## config.mk

```make
export PLATFORM = sky130hd
export DESIGN_NAME = wdt_reset_gen
export DESIGN_NICKNAME = d
export VERILOG_FILES = /design/src/rtl/wdt_reset_gen.sv
export SDC_FILE = /design/constraint.sdc
export NUM_CORES = 1
export LEC_CHECK = 0
export BUFFER_PORTS_ARGS = -buffer_cell sky130_fd_sc_hd__buf_2
export CELL_PAD_IN_SITES_DETAIL_PLACEMENT = 0
export CELL_PAD_IN_SITES_GLOBAL_PLACEMENT = 1
export CORE_ASPECT_RATIO = 1.2
export CORE_MARGIN = 2
export CORE_UTILIZATION = 26
export DETAILED_ROUTE_END_ITERATION = 8
export PLACE_DENSITY = 0.53
export SLEW_MARGIN = 20
export SYNTH_ARGS = -nofsm -noshare
export SYNTH_HDL_FRONTEND = slang
export SYNTH_SLANG_ARGS = --single-unit
```

## constraint.sdc

```tcl
create_clock -name clk -period 15.8 [get_ports clk]
set_input_delay 1.58 -clock clk [delete_from_list [all_inputs] [get_ports clk]]
set_output_delay 1.58 -clock clk [all_outputs]
set_load 0.03 [all_outputs]
```

## src/rtl/wdt_reset_gen.sv

```systemverilog
module wdt_reset_gen #(
  parameter int CODE_W      = 5,
  parameter int STEP_TICKS  = 100,
  parameter int PULSE_TICKS = 100,
  parameter int DEB_TICKS   = 10
) (
  input  logic              clk,
  input  logic              rst,
  input  logic              tick_ms,
  input  logic              kick,
  input  logic [CODE_W-1:0] wdt_code,
  input  logic              mr_n,
  output logic              rst_req_n
);
  localparam int DIS_CODE = (1 << CODE_W) - 1;
  localparam int WD_W     = $clog2(DIS_CODE * STEP_TICKS + 1);
  localparam int PC_W     = $clog2(PULSE_TICKS + 1);
  localparam int DB_W     = $clog2(DEB_TICKS + 1);

  logic              pulse;
  logic [PC_W-1:0]   pc;
  logic [WD_W-1:0]   wd;
  logic [DB_W-1:0]   db;
  logic              wd_off, wd_hit, mr_hit, pc_end;
  logic [CODE_W-1:0] eff_code;
  logic [WD_W-1:0]   wd_lim;

  assign wd_off   = wdt_code == CODE_W'(DIS_CODE);
  assign eff_code = (wdt_code == '0) ? CODE_W'(1) : wdt_code;
  assign wd_lim   = WD_W'(eff_code) * WD_W'(STEP_TICKS);
  assign wd_hit   = tick_ms && !kick && !wd_off && (wd >= wd_lim - WD_W'(1));
  assign mr_hit   = tick_ms && !mr_n && (db == DB_W'(DEB_TICKS - 1));
  assign pc_end   = tick_ms && (pc == PC_W'(PULSE_TICKS - 1));

  always_ff @(posedge clk) begin
    if (rst) begin
      pulse <= 1'b1;
      pc    <= '0;
      wd    <= '0;
      db    <= '0;
    end else if (pulse) begin
      wd <= '0;
      db <= '0;
      if (pc_end) begin
        pulse <= 1'b0;
        pc    <= '0;
      end else if (tick_ms) begin
        pc <= pc + PC_W'(1);
      end
    end else if (wd_hit || mr_hit) begin
      pulse <= 1'b1;
      pc    <= '0;
      wd    <= '0;
      db    <= '0;
    end else begin
      if (kick || wd_off) wd <= '0;
      else if (tick_ms)   wd <= wd + WD_W'(1);
      if (tick_ms) db <= mr_n ? '0 : db + DB_W'(1);
    end
  end

  assign rst_req_n = ~pulse;

  p_por_low_r9: assert property (@(posedge clk) rst |=> !rst_req_n)
    else $error("R9 output not low after power-on reset");
  p_pulse_hold_r6: assert property (@(posedge clk) disable iff (rst)
    !rst_req_n && !tick_ms |=> !rst_req_n)
    else $error("R6 pulse ended without a tick");
  p_rise_on_tick_r6: assert property (@(posedge clk) disable iff (rst)
    $rose(rst_req_n) |-> $past(tick_ms))
    else $error("R6 pulse ended off a tick");
  p_off_no_reset_r4: assert property (@(posedge clk) disable iff (rst)
    rst_req_n && mr_n && wdt_code == CODE_W'(DIS_CODE) |=> rst_req_n)
    else $error("R4 reset while watchdog disabled");
  p_kick_wins_r5: assert property (@(posedge clk) disable iff (rst)
    rst_req_n && kick && mr_n |=> rst_req_n)
    else $error("R5 reset despite restart strobe");
  p_fall_on_tick_r1: assert property (@(posedge clk) disable iff (rst)
    rst_req_n && !tick_ms |=> rst_req_n)
    else $error("R1 reset requested without a tick");
endmodule

```

==> impl_metrics.json, run 1 <==
{
  "antenna_cells": 0,
  "clock_skew_ns": 0.0161,
  "final_hold_viol_count": 0,
  "numCtsBuffers": 3,
  "arrival_ns": 6.83,
  "grt_max_degree": 15,
  "syn_inst": 234,
  "seqPwrFrac": 0.399,
  "fin_util": 0.298,
  "die_x_um": 82.7,
  "power_mw": 0.159,
  "die_area_um2": 8130,
  "io_buffer_count": 10,
  "route.detailed.wl_per_inst_um": 12.0,
  "cts_tree": "yes",
  "slew_viol_final": 0,
  "worstPathRequired_ns": 15.94,
  "r2r-start": "wd[9]$_SDFFE_PP0P_",
  "status": "finished, final reports clean",
  "rows": 34,
  "dp_hpwl_um": 3280,
  "cts_sinks": 24,
  "core_area_um2": 7230,
  "fin_cells": 335,
  "yosysWarnings": 0,
  "grt_pass1_vias": 1462,
  "synth_top_cell_by_area": "dfxtp_1",
  "rsz0062_at_grt": "false",
  "min_to": "pc[1]$_SDFFE_PP0P_",
  "stdcell_area_um2": 2150,
  "dp.cells": 331,
  "rr_worst_depth": 6,
  "post_cts_buffers": 0,
  "antenna_found_initial": 0,
  "min_from": "pc[1]$_SDFFE_PP0P_",
  "initial_core_util": 0.267,
  "max_slew_margin": 0.644,
  "holdWs_ns": 0.480,
  "synth_top_area_frac": 0.249,
  "clockBufferDepth": 2,
  "ys_seq_area_frac": 0.249,
  "die_h_um": 98.4,
  "end_kind": "register",
  "clock_latency_ns": 0.28,
  "synth_nets": 276,
  "p_leak_nw": 0.901,
  "crit_type": "in -> reg",
  "synth-seq-cells": 24,
  "drt-pass1-iter-count": 5,
  "tns_ns": 0,
  "io_pins": 11,
  "yosysMostFrequentCell": "ha_1",
  "placed_area_um2": 2080,
  "drt-initial-drc-count": 56,
  "cts_root_buf": "clkbuf_8",
  "holdPathStages": 2,
  "powerDensity_nw_per_um2": 73.9,
  "clkTransAtPathRegs_ns": 0.08,
  "drc": 0,
  "combPwrFrac": 0.250,
  "fin_crit_sh": 0.423,
  "h-tree-depth": 1,
  "grt_pass1_wl_um": 6940,
  "cp_max_fo": 9,
  "hold_buffers": 0,
  "ys.flop_type": "dfxtp_1",
  "nets": 288,
  "yosys-top-cells-count": "ha_1 (31), dfxtp_1 (24), nand2_1 (24), nor2_1 (24), a21oi_1 (16)",
  "min_period_ns": 6.69,
  "reg2reg_to": "wd[3]$_SDFFE_PP0P_",
  "synthArstFlopShare": 0,
  "drive_gt1_frac": 0.0939,
  "synth_edf_count": 0,
  "syn_avg_cell_area_um2": 8.25,
  "fmax_ghz": 0.150,
  "finalSetupViolations": 0,
  "p_int_mw": 0.113,
  "swShare": 0.288,
  "max-vdd-ir-drop_v": 0.0000347,
  "synth.distinct_cells": 47,
  "reg2reg_slack_ns": 13.61,
  "switchingPower_mw": 0.0458,
  "syn_area_um2": 1930,
  "place.gp.congestion": 0.762,
  "min_path_type": "reg -> reg",
  "worst-slew-pin-transition_ns": 0.533,
  "routed_wl_um": 4030,
  "vias": 1580,
  "grt_overflow_total": 0,
  "netlist_top_cells_area": "dfxtp_1 (25%), ha_1 (20%), xnor2_1 (5.0%)",
  "grt_use_total": 0.107,
  "setup_ws_ns": 9.11,
  "vias_per_cell": 4.72,
  "place_ws_ns": 8.78,
  "drv_cap": 0,
  "cts_resized": 0,
  "clock_power_share": 0.350,
  "final_antenna_net_count": 0,
  "area_growth_pct": 11.5,
  "cp-start-kind": "input port"
}
cell usage in the layout, fill, tap and decap left out, types with 2 or more instances in the layout:
| cell type | synthesis | final |
|---|---|---|
| nor2b_1 | 3 | 3 |
| nand2_1 | 24 | 24 |
| a31oi_1 | 7 | 7 |
| inv_1 | 15 | 15 |
| xor2_1 | 8 | 8 |
| o21ai_0 | 6 | 6 |
| nor3_1 | 4 | 4 |
| xnor2_1 | 11 | 11 |
| mux2i_1 | 2 | 2 |
| clkbuf_8 | 0 | 3 |
| nor2_1 | 24 | 24 |
| nand4_1 | 5 | 5 |
| nand3_1 | 6 | 6 |
| o21ai_1 | 3 | 3 |
| ha_1 | 31 | 31 |
| dfxtp_1 | 24 | 24 |
| nand4b_1 | 2 | 2 |
| a21oi_1 | 16 | 16 |
| buf_2 | 0 | 10 |
| nand2b_1 | 4 | 4 |
| a22oi_1 | 2 | 2 |
| or3b_1 | 2 | 2 |
| and3_1 | 7 | 7 |
critical path, cell delays in order:
cell and delay, ns:
buf_2 0.13, inv_1 0.07, ha_1 0.23, or4b_1 0.47, nand2_1 0.20, ha_1 0.27
ha_1 0.30, inv_1 0.06, fa_1 0.59, or3b_1 0.37, a311oi_2 0.34, or3b_1 0.39
xnor2_1 0.14, ha_1 0.29, nand4_1 0.13, a2111oi_1 0.55, a211oi_2 0.17, o211ai_2 0.43
nor2_1 0.11
logic make-up after synthesis:
logic type,share of synthesized area
XOR/XNOR,0.0946
AND/OR/NAND/NOR,0.226
flip-flops,0.249
AO/OA/AOI/OAI,0.174
adder cells (fa/ha/maj),0.211
buffers and inverters,0.0350
multiplexers,0.0104
cell type report:
type | instances | area (um2)
clock inverter | 1 | 30.0
fill | 801 | 5080
sequential | 24 | 480
inverter | 15 | 56.3
timing repair buffer | 10 | 50.0
clock buffer | 3 | 41.3
multi-input combinational | 192 | 1380
tap | 90 | 113
registers in the layout, indices dropped and copies added, names as in the netlist:
name   count
db         4
pc         7
pulse      1
wd        12
worst max path at each step:
stage	depth (start not counted)	endpoint	slack, ns	from
floorplan	18	wd[10]$_SDFFE_PP0P_	9.49	wdt_code[2]
global placement	19	wd[10]$_SDFFE_PP0P_	8.88	wdt_code[2]
detailed placement	19	wd[10]$_SDFFE_PP0P_	8.78	wdt_code[2]
CTS	19	wd[3]$_SDFFE_PP0P_	9.05	wdt_code[2]
global route	20	wd[10]$_SDFFE_PP0P_	8.66	wdt_code[2]
finish	19	wd[3]$_SDFFE_PP0P_	9.11	wdt_code[2]
layer usage:
| layer | part of all wire | routed length (um) | GRT usage |
|---|---|---|---|
| met5 | 0 | 0 | 0 |
| met4 | 0.012 | 49 | 0.0303 |
| met3 | 0.011 | 44 | 0.00832 |
| met2 | 0.47 | 1890 | 0.169 |
| met1 | 0.51 | 2040 | 0.155 |
power by group through the flow:
stage | sequential [mW] | clock (mW) | combinational (mW)
after detailed placement | 0.0650 | 0 | 0.0407
after global routing | 0.0639 | 0.0583 | 0.0464
final | 0.0636 | 0.0557 | 0.0398
after CTS | 0.0636 | 0.0564 | 0.0410
after global placement | 0.0650 | 0 | 0.0412
after floorplan | 0.0645 | 0 | 0.0315
Note: power is estimated with default switching activity, not from simulation.
==> run 2, diff against run 1 <==
--- a/config.mk
+++ b/config.mk
@@ -5,6 +5,7 @@
 export SDC_FILE = /design/constraint.sdc
 export NUM_CORES = 1
 export LEC_CHECK = 0
+export ABC_AREA = 1
 export BUFFER_PORTS_ARGS = -buffer_cell sky130_fd_sc_hd__buf_2
 export CELL_PAD_IN_SITES_DETAIL_PLACEMENT = 0
 export CELL_PAD_IN_SITES_GLOBAL_PLACEMENT = 1
@@ -12,7 +13,7 @@
 export CORE_MARGIN = 2
 export CORE_UTILIZATION = 26
 export DETAILED_ROUTE_END_ITERATION = 8
-export PLACE_DENSITY = 0.53
+export PLACE_DENSITY = 0.54
 export SLEW_MARGIN = 20
 export SYNTH_ARGS = -nofsm -noshare
 export SYNTH_HDL_FRONTEND = slang
==> constraint.sdc (replaced) <==
create_clock -name clk -period 6.5 [get_ports clk]
set_input_delay 0.65 -clock clk [delete_from_list [all_inputs] [get_ports clk]]
set_output_delay 0.65 -clock clk [all_outputs]
set_load 0.03 [all_outputs]
==> run 2 against run 1 <==
Total power rose by 100%. Synthesized area up 6.7%. Clock power increased by 55%. Combinational power increased by 120%. Synthesized cell count increased by 21%. Non-clock buffer count did not move. Global-route usage rose by 0.51 points. Setup slack lost 7.2 ns. Sequential cell count stayed put. Routed wire length increased by 11%. Final cell count up 15%. Die area up 6.4%. Largest cell class unchanged.
==> impl_metrics.json, run 2 <==
{
  "clockBufferDepth": 2,
  "max-vdd-ir-drop_v": 0.0000565,
  "syn_inst": 284,
  "cts_resized": 0,
  "crit_type": "in -> reg",
  "cp_max_fo": 7,
  "synth_top_area_frac": 0.233,
  "grt_use_total": 0.112,
  "die_h_um": 101,
  "synth_edf_count": 0,
  "synth-seq-cells": 24,
  "cts_sinks": 24,
  "holdPathStages": 2,
  "route.detailed.wl_per_inst_um": 11.6,
  "reg2reg_slack_ns": 4.63,
  "final_antenna_net_count": 0,
  "grt_max_degree": 13,
  "arrival_ns": 4.73,
  "io_pins": 11,
  "top_regs": "wd x12, pc x7, db x4",
  "reg2reg_to": "pc[6]$_SDFFE_PP0P_",
  "tns_ns": 0,
  "cts_tree": "yes",
  "yosysWarnings": 0,
  "min_period_ns": 4.54,
  "post_cts_buffers": 0,
  "drc": 0,
  "synth_nets": 326,
  "grt_pass1_wl_um": 7820,
  "h-tree-depth": 1,
  "layout_common_cells": "nand2_1 (60), inv_1 (37), ha_1 (31)",
  "initial_core_util": 0.269,
  "die_area_um2": 8650,
  "end_kind": "register",
  "finalSetupViolations": 0,
  "clkTransAtPathRegs_ns": 0.08,
  "final_hold_viol_count": 0,
  "yosysMostFrequentCell": "nand2_1",
  "yosys-top-cells-count": "nand2_1 (60), inv_1 (37), ha_1 (31), nor2_1 (29), dfxtp_1 (24)",
  "synth_top_cell_by_area": "dfxtp_1",
  "dp_hpwl_um": 3700,
  "io_buffer_count": 10,
  "synthArstFlopShare": 0,
  "worstPathRequired_ns": 6.69,
  "grt_pass1_vias": 1729,
  "worst-slew-pin-transition_ns": 0.293,
  "synth.distinct_cells": 34,
  "vias": 1740,
  "rr_worst_depth": 12,
  "cp-start-kind": "input port",
  "slew_viol_final": 0,
  "p_leak_nw": 1.04,
  "min_from": "pc[5]$_SDFFE_PP0P_",
  "place.gp.congestion": 0.775,
  "clock_skew_ns": 0.00291,
  "place_ws_ns": 1.67,
  "powerDensity_nw_per_um2": 143,
  "drt-pass1-iter-count": 5,
  "setup_ws_ns": 1.96,
  "drive_gt1_frac": 0.116,
  "max_slew_margin": 0.804,
  "vias_per_cell": 4.52,
  "drt-initial-drc-count": 41,
  "ys.flop_type": "dfxtp_1",
  "hold_buffers": 0,
  "core_area_um2": 7660,
  "die_x_um": 85.2,
  "syn_avg_cell_area_um2": 7.25,
  "status": "finished, final reports clean",
  "syn_area_um2": 2060,
  "antenna_found_initial": 0,
  "clock_latency_ns": 0.26,
  "cts_root_buf": "clkbuf_8",
  "area_growth_pct": 8.87,
  "r2r-start": "wd[7]$_SDFFE_PP0P_",
  "netlist_top_cells_area": "dfxtp_1 (23%), ha_1 (19%), nand2_1 (11%)",
  "largest_reg_flops": 12,
  "min_to": "pc[5]$_SDFFE_PP0P_",
  "fmax_ghz": 0.220,
  "drv_cap": 0,
  "antenna_cells": 0,
  "ys_seq_area_frac": 0.233,
  "min_path_type": "reg -> reg",
  "routed_wl_um": 4450,
  "nets": 337,
  "grt_overflow_total": 0,
  "final_common_cell": "nand2_1",
  "power_mw": 0.322,
  "rsz0062_at_grt": "false",
  "fin_crit_sh": 0.699,
  "numCtsBuffers": 3,
  "largest_register": "wd",
  "rows": 35
}
[run 2: power by group]
group	internal, mW	switching (mW)	leakage, nW
logic	0.0345	0.0519	0.825
registers	0.148	0.000955	0.194
clock network	0.0414	0.0449	0.0216
total	0.224	0.0977	1.04
[run 2: through the flow]
stage               area [um2]  utilization  cells  hold slack [ns]
floorplan                 2060            -    284            0.454
global placement          2200        0.287    382            0.488
detailed placement        2200        0.287    382            0.479
CTS                       2240        0.293    385            0.493
global route              2240        0.293    385            0.520
finish                    2240        0.293    385            0.489
[run 2: kinds of logic (layout without fill, tap and decap cells)]
logic type               after synthesis  in the layout  synth area share
multiplexers                           1              1           0.00486
XOR/XNOR                              24             24             0.102
buffers and inverters                 43             52            0.0826
AO/OA/AOI/OAI                         20             20            0.0595
adder cells (fa/ha/maj)               32             32             0.198
AND/OR/NAND/NOR                      140            140             0.320
flip-flops                            24             24             0.233
[run 2: final cells by class]
class,count,area (um2)
Multi-Input combinational cell,217,1410
Fill cell,838,5420
Tap cell,92,115
Sequential cell,24,480
Clock buffer,3,41.3
Inverter,39,146
Timing Repair Buffer,10,50.0
[run 2: worst max-delay path by stage]
| stage | startpoint | to | cells past startpoint |
|---|---|---|---|
| floorplan | wdt_code[3] | wd[6]$_SDFFE_PP0P_ | 25 |
| global placement | wdt_code[3] | pc[6]$_SDFFE_PP0P_ | 26 |
| detailed placement | wdt_code[3] | pc[6]$_SDFFE_PP0P_ | 26 |
| CTS | wdt_code[3] | pc[6]$_SDFFE_PP0P_ | 26 |
| global route | wdt_code[3] | pc[4]$_SDFFE_PP0P_ | 26 |
| finish | wdt_code[3] | pc[6]$_SDFFE_PP0P_ | 26 |
[run 2: critical path, cell delays in order]
cell	delay (ns)
buf_2	0.12
inv_1	0.09
ha_1	0.15
nand4_1	0.16
nand2_2	0.14
inv_1	0.05
ha_1	0.29
ha_1	0.28
ha_1	0.16
inv_1	0.05
fa_1	0.39
o21ai_0	0.23
xor2_1	0.23
nand3b_1	0.16
inv_1	0.05
nand2_1	0.05
nand2_1	0.05
ha_1	0.28
a21o_1	0.18
nor2_1	0.11
nand3_1	0.11
nand2_2	0.11
nand3_1	0.20
nand2_2	0.20
nand2_1	0.08
a21oi_1	0.15
[run 2: metal layers]
| metal | wire length (um) | track usage | up-vias |
|---|---|---|---|
| li1 | - | - | 926 |
| met1 | 2000 | 0.125 | 805 |
| met2 | 2370 | 0.222 | 7 |
| met3 | 41 | 0.00978 | 2 |
| met4 | 38 | 0.0366 | 0 |
| met5 | 0 | 0 | - |
==> run 3, diff against run 2 <==
==> constraint.sdc (replaced) <==
create_clock -name clk -period 4.6 [get_ports clk]
set_input_delay 0.46 -clock clk [delete_from_list [all_inputs] [get_ports clk]]
set_output_delay 0.46 -clock clk [all_outputs]
set_load 0.03 [all_outputs]
==> run 3 against run 2 <==
Critical path depth fell by 1. Total power rose by 64%. Worst hold slack got worse by 0.029 ns. Sequential power rose by 41%. Design area rose by 3.2%. Core utilization rose by 0.95 points. Clock power rose by 120%. Final cell count rose by 1.6%. Largest power group unchanged. Combinational power rose by 48%.
==> impl_metrics.json, run 3 (synthesis gave the netlist of run 2 again) <==
{
  "status": "finished, final reports clean",
  "fmax_ghz": 0.239,
  "cp_max_fo": 12,
  "die_x_um": 85.2,
  "powerDensity_nw_per_um2": 228,
  "largest_reg_flops": 12,
  "h-tree-depth": 1,
  "worstPathRequired_ns": 4.81,
  "min_period_ns": 4.19,
  "finalSetupViolations": 0,
  "vias_per_cell": 4.37,
  "drv_cap": 0,
  "slew_viol_final": 0,
  "antenna_found_initial": 0,
  "min_to": "pc[3]$_SDFFE_PP0P_",
  "clock_skew_ns": 0.00386,
  "grt_pass1_vias": 1708,
  "place_ws_ns": 0.0503,
  "swShare": 0.279,
  "clock_latency_ns": 0.27,
  "io_buffer_count": 10,
  "grt_pass1_wl_um": 7770,
  "grt_overflow_total": 0,
  "arrival_ns": 4.39,
  "numCtsBuffers": 3,
  "clockBufferDepth": 2,
  "routed_wl_um": 4340,
  "largest_register": "wd",
  "final_hold_viol_count": 0,
  "die_area_um2": 8650,
  "holdWs_ns": 0.459,
  "cts_tree": "yes",
  "final_antenna_net_count": 0,
  "top_regs": "wd x12, pc x7, db x4",
  "drive_gt1_frac": 0.137,
  "final_common_cell": "nand2_1",
  "r2r-start": "wd[7]$_SDFFE_PP0P_",
  "setup_ws_ns": 0.414,
  "seqPwrFrac": 0.400,
  "crit_type": "in -> reg",
  "holdPathStages": 2,
  "placed_area_um2": 2240,
  "grt_use_total": 0.112,
  "reg2reg_to": "wd[4]$_SDFFE_PP0P_",
  "rows": 35,
  "cts_sinks": 24,
  "drc": 0,
  "p_leak_nw": 1.08,
  "stdcell_area_um2": 2310,
  "layout_common_cells": "nand2_1 (60), inv_1 (37), ha_1 (31)",
  "reg2reg_slack_ns": 2.80,
  "max_slew_margin": 0.827,
  "worst-slew-pin-transition_ns": 0.252,
  "drt-pass1-iter-count": 4,
  "route.detailed.wl_per_inst_um": 11.1,
  "rsz0062_at_grt": "false",
  "antenna_cells": 0,
  "fin_util": 0.302,
  "io_pins": 11,
  "initial_core_util": 0.269,
  "die_h_um": 101,
  "combPwrFrac": 0.243,
  "min_path_type": "in -> reg",
  "core_area_um2": 7660,
  "post_cts_buffers": 0,
  "fin_crit_sh": 0.910,
  "tns_ns": 0,
  "cp-start-kind": "input port",
  "clkTransAtPathRegs_ns": 0.09,
  "cts_root_buf": "clkbuf_8",
  "rr_worst_depth": 11,
  "vias": 1710,
  "grt_max_degree": 15,
  "nets": 342,
  "area_growth_pct": 12.4,
  "dp_hpwl_um": 3610,
  "drt-initial-drc-count": 38,
  "min_from": "rst",
  "switchingPower_mw": 0.147,
  "clock_power_share": 0.357,
  "end_kind": "register",
  "cp-startpoint": "wdt_code[3]",
  "max-vdd-ir-drop_v": 0.0000857,
  "place.gp.congestion": 0.835,
  "p_int_mw": 0.380
}
## run 3: cell type report
class / instances / area (um2)
clock buffers: 3 / 41.3
clock inverters: 1 / 30.0
fillers: 829 / 5350
inverters: 39 / 146
multi-input cells: 217 / 1410
flip-flops and latches: 24 / 480
well taps: 92 / 115
repair buffers: 15 / 87.6
## run 3: layer usage
layer / routed length (um) / vias to the layer above / share of wire / track usage
li1: - / 937 / - / -
met3: 48 / 8 / 0.011 / 0.0130
met4: 99 / 0 / 0.023 / 0.0427
met2: 2310 / 9 / 0.53 / 0.221
met5: 0 / - / 0 / 0
met1: 1870 / 756 / 0.43 / 0.119
## run 3: worst max path at each step
stage                              end  slack, ns  depth (start not counted)
floorplan           wd[6]$_SDFFE_PP0P_       0.48                         25
global placement    pc[0]$_SDFFE_PP0P_       0.09                         27
detailed placement  pc[0]$_SDFFE_PP0P_       0.05                         27
CTS                 pc[0]$_SDFFE_PP0P_       0.33                         27
global route        wd[3]$_SDFFE_PP0P_       0.03                         25
finish              wd[4]$_SDFFE_PP0P_       0.41                         25
## run 3: worst max-delay path, stage by stage
cell and delay, ns:
buf_2 0.13, inv_1 0.09, ha_1 0.14, nand4_1 0.15
nand2_2 0.10, inv_1 0.04, ha_1 0.29, ha_1 0.29
ha_1 0.16, inv_1 0.05, fa_1 0.39, o21ai_0 0.22
xor2_1 0.22, nand3b_1 0.16, inv_1 0.05, nand2_1 0.05
nand2_1 0.05, ha_1 0.28, a21o_1 0.18, nor2_1 0.11
nand3_1 0.12, nand2_2 0.12, nand4_4 0.09, or2_4 0.34
nor2_1 0.11
## run 3: through the flow
stage | power (mW) | std cells
6_report | 0.527 | 391
5_1_grt | 0.565 | 391
4_1_cts | 0.541 | 391
3_5_place_dp | 0.345 | 387
3_3_place_gp | 0.347 | 387
2_1_floorplan | 0.310 | 284
## run 3: power groups by stage
| stage | Sequential [mW] | Combinational, mW | Clock (mW) |
|---|---|---|---|
| floorplan | 0.215 | 0.0950 | 0 |
| global placement | 0.215 | 0.132 | 0 |
| detailed placement | 0.215 | 0.130 | 0 |
| CTS | 0.211 | 0.131 | 0.199 |
| global route | 0.211 | 0.153 | 0.201 |
| finish | 0.210 | 0.128 | 0.188 |
## run 3: repair_timing
item,in CTS,in global routing
endpoints found under the setup margin,0,7
hold buffers,0,0
resized for setup,0,1
